===== src/rtl/seg_xlat_pkg.sv =====
package seg_xlat_pkg;

    // Outcome of one table check; anything but XC_OK is a fault.
    typedef enum logic [1:0] {
        XC_OK    = 2'd0,
        XC_OFF   = 2'd1,
        XC_LIMIT = 2'd2,
        XC_WRAP  = 2'd3
    } xlat_chk_e;

endpackage


===== src/rtl/seg_xlat_table.sv =====
module seg_xlat_table #(
    parameter int SEG_W = 2,
    parameter int PA_W  = 30,
    parameter int OFF_W = 30
) (
    input  logic             clk,
    input  logic             rst_n,
    input  logic             wr_en,
    input  logic [SEG_W-1:0] wr_idx,
    input  logic [PA_W-1:0]  wr_base,
    input  logic [OFF_W-1:0] wr_bound,
    input  logic             wr_on,
    input  logic [SEG_W-1:0] rd_idx,
    output logic [PA_W-1:0]  rd_base,
    output logic [OFF_W-1:0] rd_bound,
    output logic             rd_on
);

    localparam int NSEG = 1 << SEG_W;

    typedef struct packed {
        logic             on;
        logic [PA_W-1:0]  base;
        logic [OFF_W-1:0] bound;
    } ent_t;

    ent_t ent_arr [NSEG];

    for (genvar g = 0; g < NSEG; g++) begin : g_ent
        ent_t ent_d, ent_q;

        always_comb begin
            ent_d = ent_q;
            if (wr_en && (wr_idx == SEG_W'(g))) begin
                ent_d.on    = wr_on;
                ent_d.base  = wr_base;
                ent_d.bound = wr_bound;
            end
        end

        always_ff @(posedge clk) begin
            if (!rst_n) ent_q <= '0;
            else        ent_q <= ent_d;
        end

        assign ent_arr[g] = ent_q;
    end

    // Read side sees registered contents only: writes land next cycle.
    assign rd_base  = ent_arr[rd_idx].base;
    assign rd_bound = ent_arr[rd_idx].bound;
    assign rd_on    = ent_arr[rd_idx].on;

    AST_WRITE_LANDS: assert property (@(posedge clk) disable iff (!rst_n) wr_en |=> (ent_arr[$past(wr_idx)].base == $past(wr_base)) && (ent_arr[$past(wr_idx)].bound == $past(wr_bound)) && (ent_arr[$past(wr_idx)].on == $past(wr_on)));

endmodule


===== src/rtl/seg_xlat_calc.sv =====
module seg_xlat_calc
    import seg_xlat_pkg::*;
#(
    parameter int PA_W  = 30,
    parameter int OFF_W = 30
) (
    input  logic [PA_W-1:0]  base,
    input  logic [OFF_W-1:0] bound,
    input  logic             on,
    input  logic [OFF_W-1:0] offset,
    output logic [PA_W-1:0]  paddr,
    output xlat_chk_e        chk
);

    localparam int WIDE  = (OFF_W > PA_W) ? OFF_W : PA_W;
    localparam int SUM_W = WIDE + 1;

    logic [SUM_W-1:0] sum;
    logic             wrap;

    assign sum   = SUM_W'(base) + SUM_W'(offset);
    assign wrap  = |sum[SUM_W-1:PA_W];
    assign paddr = sum[PA_W-1:0];

    // Priority: disabled entry, then limit, then carry out of the address.
    always_comb begin
        if (!on)                  chk = XC_OFF;
        else if (offset >= bound) chk = XC_LIMIT;
        else if (wrap)            chk = XC_WRAP;
        else                      chk = XC_OK;
    end

endmodule


===== src/rtl/seg_xlat_top.sv =====
module seg_xlat_top
    import seg_xlat_pkg::*;
#(
    parameter int VA_W  = 32,
    parameter int SEG_W = 2,
    parameter int PA_W  = 30
) (
    input  logic                  clk,
    input  logic                  rst_n,
    input  logic                  cfg_we,
    input  logic [SEG_W-1:0]      cfg_idx,
    input  logic [PA_W-1:0]       cfg_base,
    input  logic [VA_W-SEG_W-1:0] cfg_bound,
    input  logic                  cfg_en,
    input  logic                  req_valid,
    input  logic [VA_W-1:0]       req_vaddr,
    output logic                  rsp_valid,
    output logic [PA_W-1:0]       rsp_paddr,
    output logic                  rsp_fault
);

    localparam int OFF_W = VA_W - SEG_W;

    typedef struct packed {
        logic            vld;
        logic            fault;
        logic [PA_W-1:0] pa;
    } rsp_t;

    logic [SEG_W-1:0] seg_sel;
    logic [OFF_W-1:0] offset;
    logic [PA_W-1:0]  sel_base;
    logic [OFF_W-1:0] sel_bound;
    logic             sel_on;
    logic [PA_W-1:0]  sum_pa;
    xlat_chk_e        chk;
    rsp_t             rsp_d, rsp_q;

    assign seg_sel = req_vaddr[VA_W-1:OFF_W];
    assign offset  = req_vaddr[OFF_W-1:0];

    seg_xlat_table #(.SEG_W(SEG_W), .PA_W(PA_W), .OFF_W(OFF_W)) table_i (
        .clk      (clk),
        .rst_n    (rst_n),
        .wr_en    (cfg_we),
        .wr_idx   (cfg_idx),
        .wr_base  (cfg_base),
        .wr_bound (cfg_bound),
        .wr_on    (cfg_en),
        .rd_idx   (seg_sel),
        .rd_base  (sel_base),
        .rd_bound (sel_bound),
        .rd_on    (sel_on)
    );

    seg_xlat_calc #(.PA_W(PA_W), .OFF_W(OFF_W)) calc_i (
        .base   (sel_base),
        .bound  (sel_bound),
        .on     (sel_on),
        .offset (offset),
        .paddr  (sum_pa),
        .chk    (chk)
    );

    always_comb begin
        rsp_d       = '0;
        rsp_d.vld   = req_valid;
        if (req_valid) begin
            rsp_d.fault = (chk != XC_OK);
            rsp_d.pa    = (chk == XC_OK) ? sum_pa : '0;
        end
    end

    always_ff @(posedge clk) begin
        if (!rst_n) rsp_q <= '0;
        else        rsp_q <= rsp_d;
    end

    assign rsp_valid = rsp_q.vld;
    assign rsp_fault = rsp_q.fault;
    assign rsp_paddr = rsp_q.pa;

    AST_REQ_GIVES_RSP: assert property (@(posedge clk) disable iff (!rst_n) req_valid |=> rsp_valid);
    AST_IDLE_NO_RSP: assert property (@(posedge clk) disable iff (!rst_n) !req_valid |=> !rsp_valid);
    AST_FAULT_ZERO_PA: assert property (@(posedge clk) disable iff (!rst_n) (rsp_valid && rsp_fault) |-> (rsp_paddr == '0));
    AST_OK_NEEDS_ON: assert property (@(posedge clk) disable iff (!rst_n) (req_valid && chk == XC_OK) |-> sel_on);
    AST_HIT_BELOW_BOUND: assert property (@(posedge clk) disable iff (!rst_n) (rsp_valid && !rsp_fault) |-> ($past(offset) < $past(sel_bound)));
    AST_NO_WRAP: assert property (@(posedge clk) disable iff (!rst_n) (rsp_valid && !rsp_fault) |-> (rsp_paddr >= $past(sel_base)));

endmodule


===== config.mk =====
export PLATFORM = sky130hd
export DESIGN_NAME = seg_xlat_top
export DESIGN_NICKNAME = d
export VERILOG_FILES = /design/src/rtl/seg_xlat_pkg.sv /design/src/rtl/seg_xlat_table.sv /design/src/rtl/seg_xlat_calc.sv /design/src/rtl/seg_xlat_top.sv
export SDC_FILE = /design/constraint.sdc
export NUM_CORES = 1
export LEC_CHECK = 0
export BUFFER_PORTS_ARGS = -buffer_cell sky130_fd_sc_hd__buf_2
export CAP_MARGIN = 20
export CORE_MARGIN = 3
export CORE_UTILIZATION = 30
export DETAILED_ROUTE_END_ITERATION = 6
export PLACE_DENSITY_LB_ADDON = 0.2
export SLEW_MARGIN = 25
export SYNTH_ARGS = -nofsm -noshare
export SYNTH_HDL_FRONTEND = slang
export SYNTH_SLANG_ARGS = --single-unit

===== constraint.sdc =====
create_clock -name clk -period 7.7 [get_ports clk]
set_clock_uncertainty 0.2 [all_clocks]
set_input_delay 0.385 -clock clk [delete_from_list [all_inputs] [get_ports clk]]
set_output_delay 0.385 -clock clk [all_outputs]
set_load 0.01 [all_outputs]

==> impl_metrics.json <==
{
  "ys_ff_latch": 276,
  "r2r_slack_ns": 4.00,
  "synth_xor_xnor_area_share_pct": 1.41,
  "fin_crit_sh_pct": 57.5,
  "synthArstFlopShare_pct": 0,
  "rsz0062_at_grt": "false",
  "multi_input_area_sq_mm": 0.00755,
  "grt_use_total_pct": 18.2,
  "worstRegToRegCells": 11,
  "clk_path_buf_depth": 3,
  "grt_first_pass_wirelength_um": 67100,
  "r2r_start": "table_i.ent_arr[30]",
  "yosys-mux-area-fraction_pct": 10.1,
  "powerDensity_mw_per_mm2": 218,
  "slew_headroom_pct": 28.8,
  "cts_buffers": 34,
  "drc": 0,
  "p_sw_uw": 897,
  "synthAdderAreaFrac_pct": 5.65,
  "power_leakage_nw": 6.16,
  "drv_cap": 0,
  "synth_nets": 1704,
  "synth_compound_area_share_pct": 19.2,
  "routed_via_density": 4.88,
  "period_needed_ns": 4.43,
  "vdd_drop_max_mv": 0.125,
  "ys.flop_type": "dfxtp_1",
  "first_pass_iters": 5,
  "drtIter0Drc": 705,
  "htreeDepth": 2,
  "die_width_um": 219,
  "min_path_cells": 2,
  "drt-total-wl_um": 43900,
  "die_h_um": 219,
  "outcome": "completed",
  "synthSimpleGateAreaFrac_pct": 18.8,
  "portBuffers": 130,
  "synthTopCellsByCount": "507 x nand2_1, 276 x dfxtp_1, 246 x a21boi_0",
  "regArea_sq_mm": 0.00553,
  "post_cts_buffers": 0,
  "pin_count": 131,
  "path_cells": "buf_2, buf_4, mux4_2, ha_1, nand4_1, a2111o_1, o211ai_1, o31ai_4, o211ai_1, or2_2, nor3_1",
  "fp-row-count": 77,
  "initial_core_util_pct": 30.6,
  "num_vias": 11200,
  "setup_viol": 0,
  "stdcell_count": 2290,
  "cp_common_cell": "o211ai_1",
  "antenna_found_initial": 3,
  "endpoint_kind": "flop",
  "path_max_fanout": 36,
  "cp_data_arrival_time_ns": 4.59,
  "slowest_delay_ns": 0.78,
  "cts_tree": "yes",
  "yosysWarnings": 0,
  "min_path_type": "in -> reg",
  "yosysMostFrequentCell": "nand2_1",
  "seqPwrFrac_pct": 41.5,
  "cts-root-buf": "clkbuf_16",
  "insertion_delay_ns": 0.53,
  "synth_area_leaders": "dfxtp_1 41%, nand2_1 14%, a21boi_0 14%",
  "pwr-share-comb_pct": 11.3,
  "slew_violations": 0,
  "start_kind": "primary input",
  "min_from": "rst_n",
  "hpwl_um": 28300,
  "cts.clk_slew.worst_paths_ns": 0.06,
  "fin_setup_tns_ns": 0,
  "wire_per_inst_um": 19.2,
  "ant_nets": 0,
  "gp_congestion": 0.883,
  "grt_max_degree": 126,
  "area_growth_syn_to_layout_pct": 21.1,
  "synth_top_area_share_pct": 40.5,
  "dieArea_sq_mm": 0.0481,
  "hold_viol": 0,
  "p_int_mw": 2.70,
  "utilization_pct": 37.0,
  "critPathSlowestCell": "buf_2",
  "ys_types": 54,
  "synth_largest_area_cell": "dfxtp_1",
  "cts_sinks": 276,
  "synth_area_sq_mm": 0.0136,
  "grt_overflow": 0,
  "fmax_ghz": 0.226,
  "ys_seq_area_share_pct": 40.5,
  "clock_power_share_pct": 47.2,
  "synth_edf_count": 0,
  "required_ns": 7.86,
  "dp.cells": 2168,
  "synth_area_per_cell_sq_um": 8.84,
  "synth_top_family_by_area": "compound AO/OA/AOI/OAI gates",
  "worst_pin_slew_ns": 1.07,
  "drive_above_1_share_pct": 16.6,
  "swShare_pct": 24.9,
  "hold_end": "table_i.ent_arr[112]",
  "syn_inst": 1544,
  "grt_pass1_vias": 11300,
  "core_sq_mm": 0.0446,
  "r2r-end": "rsp_paddr[25]",
  "critPathKind": "in -> reg",
  "whs_ns": 0.205,
  "fin_nets": 1834,
  "nFillCells": 4545
}
==> cell usage in the layout, fill, tap and decap left out, types with 12 or more instances in the layout <==
cell type and instances:
clkbuf_16 37, o21ai_0 12, a21oi_1 41, inv_1 40
buf_2 128, nand2_1 507, mux4_2 61, xor2_1 12
nand3_1 14, a21o_1 17, ha_1 60, nor2_1 25
dlygate4sd3_1 62, dfxtp_1 276, a21boi_0 246, nor2_4 12
==> worst max-delay path, delay by kind of cell <==
family | cells | cell delay (ns)
AOI/OAI and AO/OA | 4 | 0.83
buffers and inverters | 2 | 1.32
and+or+nand+nor | 3 | 1.15
muxes | 1 | 0.38
adders and majority gates | 1 | 0.47
==> worst max path at each step <==
stage	start	to	depth (start not counted)
finish	req_vaddr[31]	rsp_paddr[24]	11
global placement	req_vaddr[31]	rsp_paddr[9]	11
detailed placement	req_vaddr[31]	rsp_paddr[21]	11
floorplan	req_vaddr[30]	rsp_paddr[11]	15
global route	req_vaddr[31]	rsp_paddr[22]	11
CTS	req_vaddr[31]	rsp_paddr[21]	11
==> state kept, by name (all words and copies together) (netlist names) <==
| signal | flops |
|---|---|
| table_i.ent_arr | 244 |
| rsp_paddr | 30 |
| rsp_fault | 1 |
| rsp_valid | 1 |
==> logic make-up after synthesis <==
kind of cell    after synthesis
simple gates                617
compound gates              360
flops                       276
buf+inv                     147
mux                          61
fa+ha+maj                    61
xor+xnor                     22
==> stage by stage <==
step	worst slack [ns]	area (sq um)	total power, mW
after floorplan	3.79	13600	1.76
after global placement	2.79	14700	1.90
after detailed placement	2.70	14700	1.91
after CTS	3.25	16500	3.64
after global routing	3.02	16500	3.74
final	3.27	16500	3.60
==> repair_timing <==
action / 4_1_cts / 5_1_grt
hold buffers: 62 / 0
endpoints found under the hold margin: 245 / 0
gates resized for setup: 0 / 0
==> per-layer routing <==
layer	up-vias	global-route usage, %	wire length (um)	share of wire, %
met1	5337	23.7	19600	45
met3	73	2.98	2110	4.8
met5	-	0	13	0.030
met2	238	30.8	20800	47
met4	2	6.05	1330	3.0
li1	5520	-	-	-
==> layout make-up <==
| cell class | count | area share, % |
|---|---|---|
| multi-input cells | 1121 | 45.7 |
| clock inverters | 6 | 0.667 |
| flip-flops and latches | 276 | 33.5 |
| inverters | 40 | 0.909 |
| diodes | 2 | 0.0303 |
| clock buffers | 52 | 6.55 |
| well taps | 592 | 4.48 |
| repair buffers | 201 | 8.18 |
==> power groups by stage <==
stage,combinational [mW],sequential [mW],clock (mW)
after floorplan,0.244,1.52,0
after global placement,0.379,1.52,0
after detailed placement,0.381,1.52,0
after CTS,0.408,1.49,1.74
after global routing,0.448,1.50,1.79
final,0.405,1.49,1.70
No activity file was read; power rests on OpenSTA's default activity.
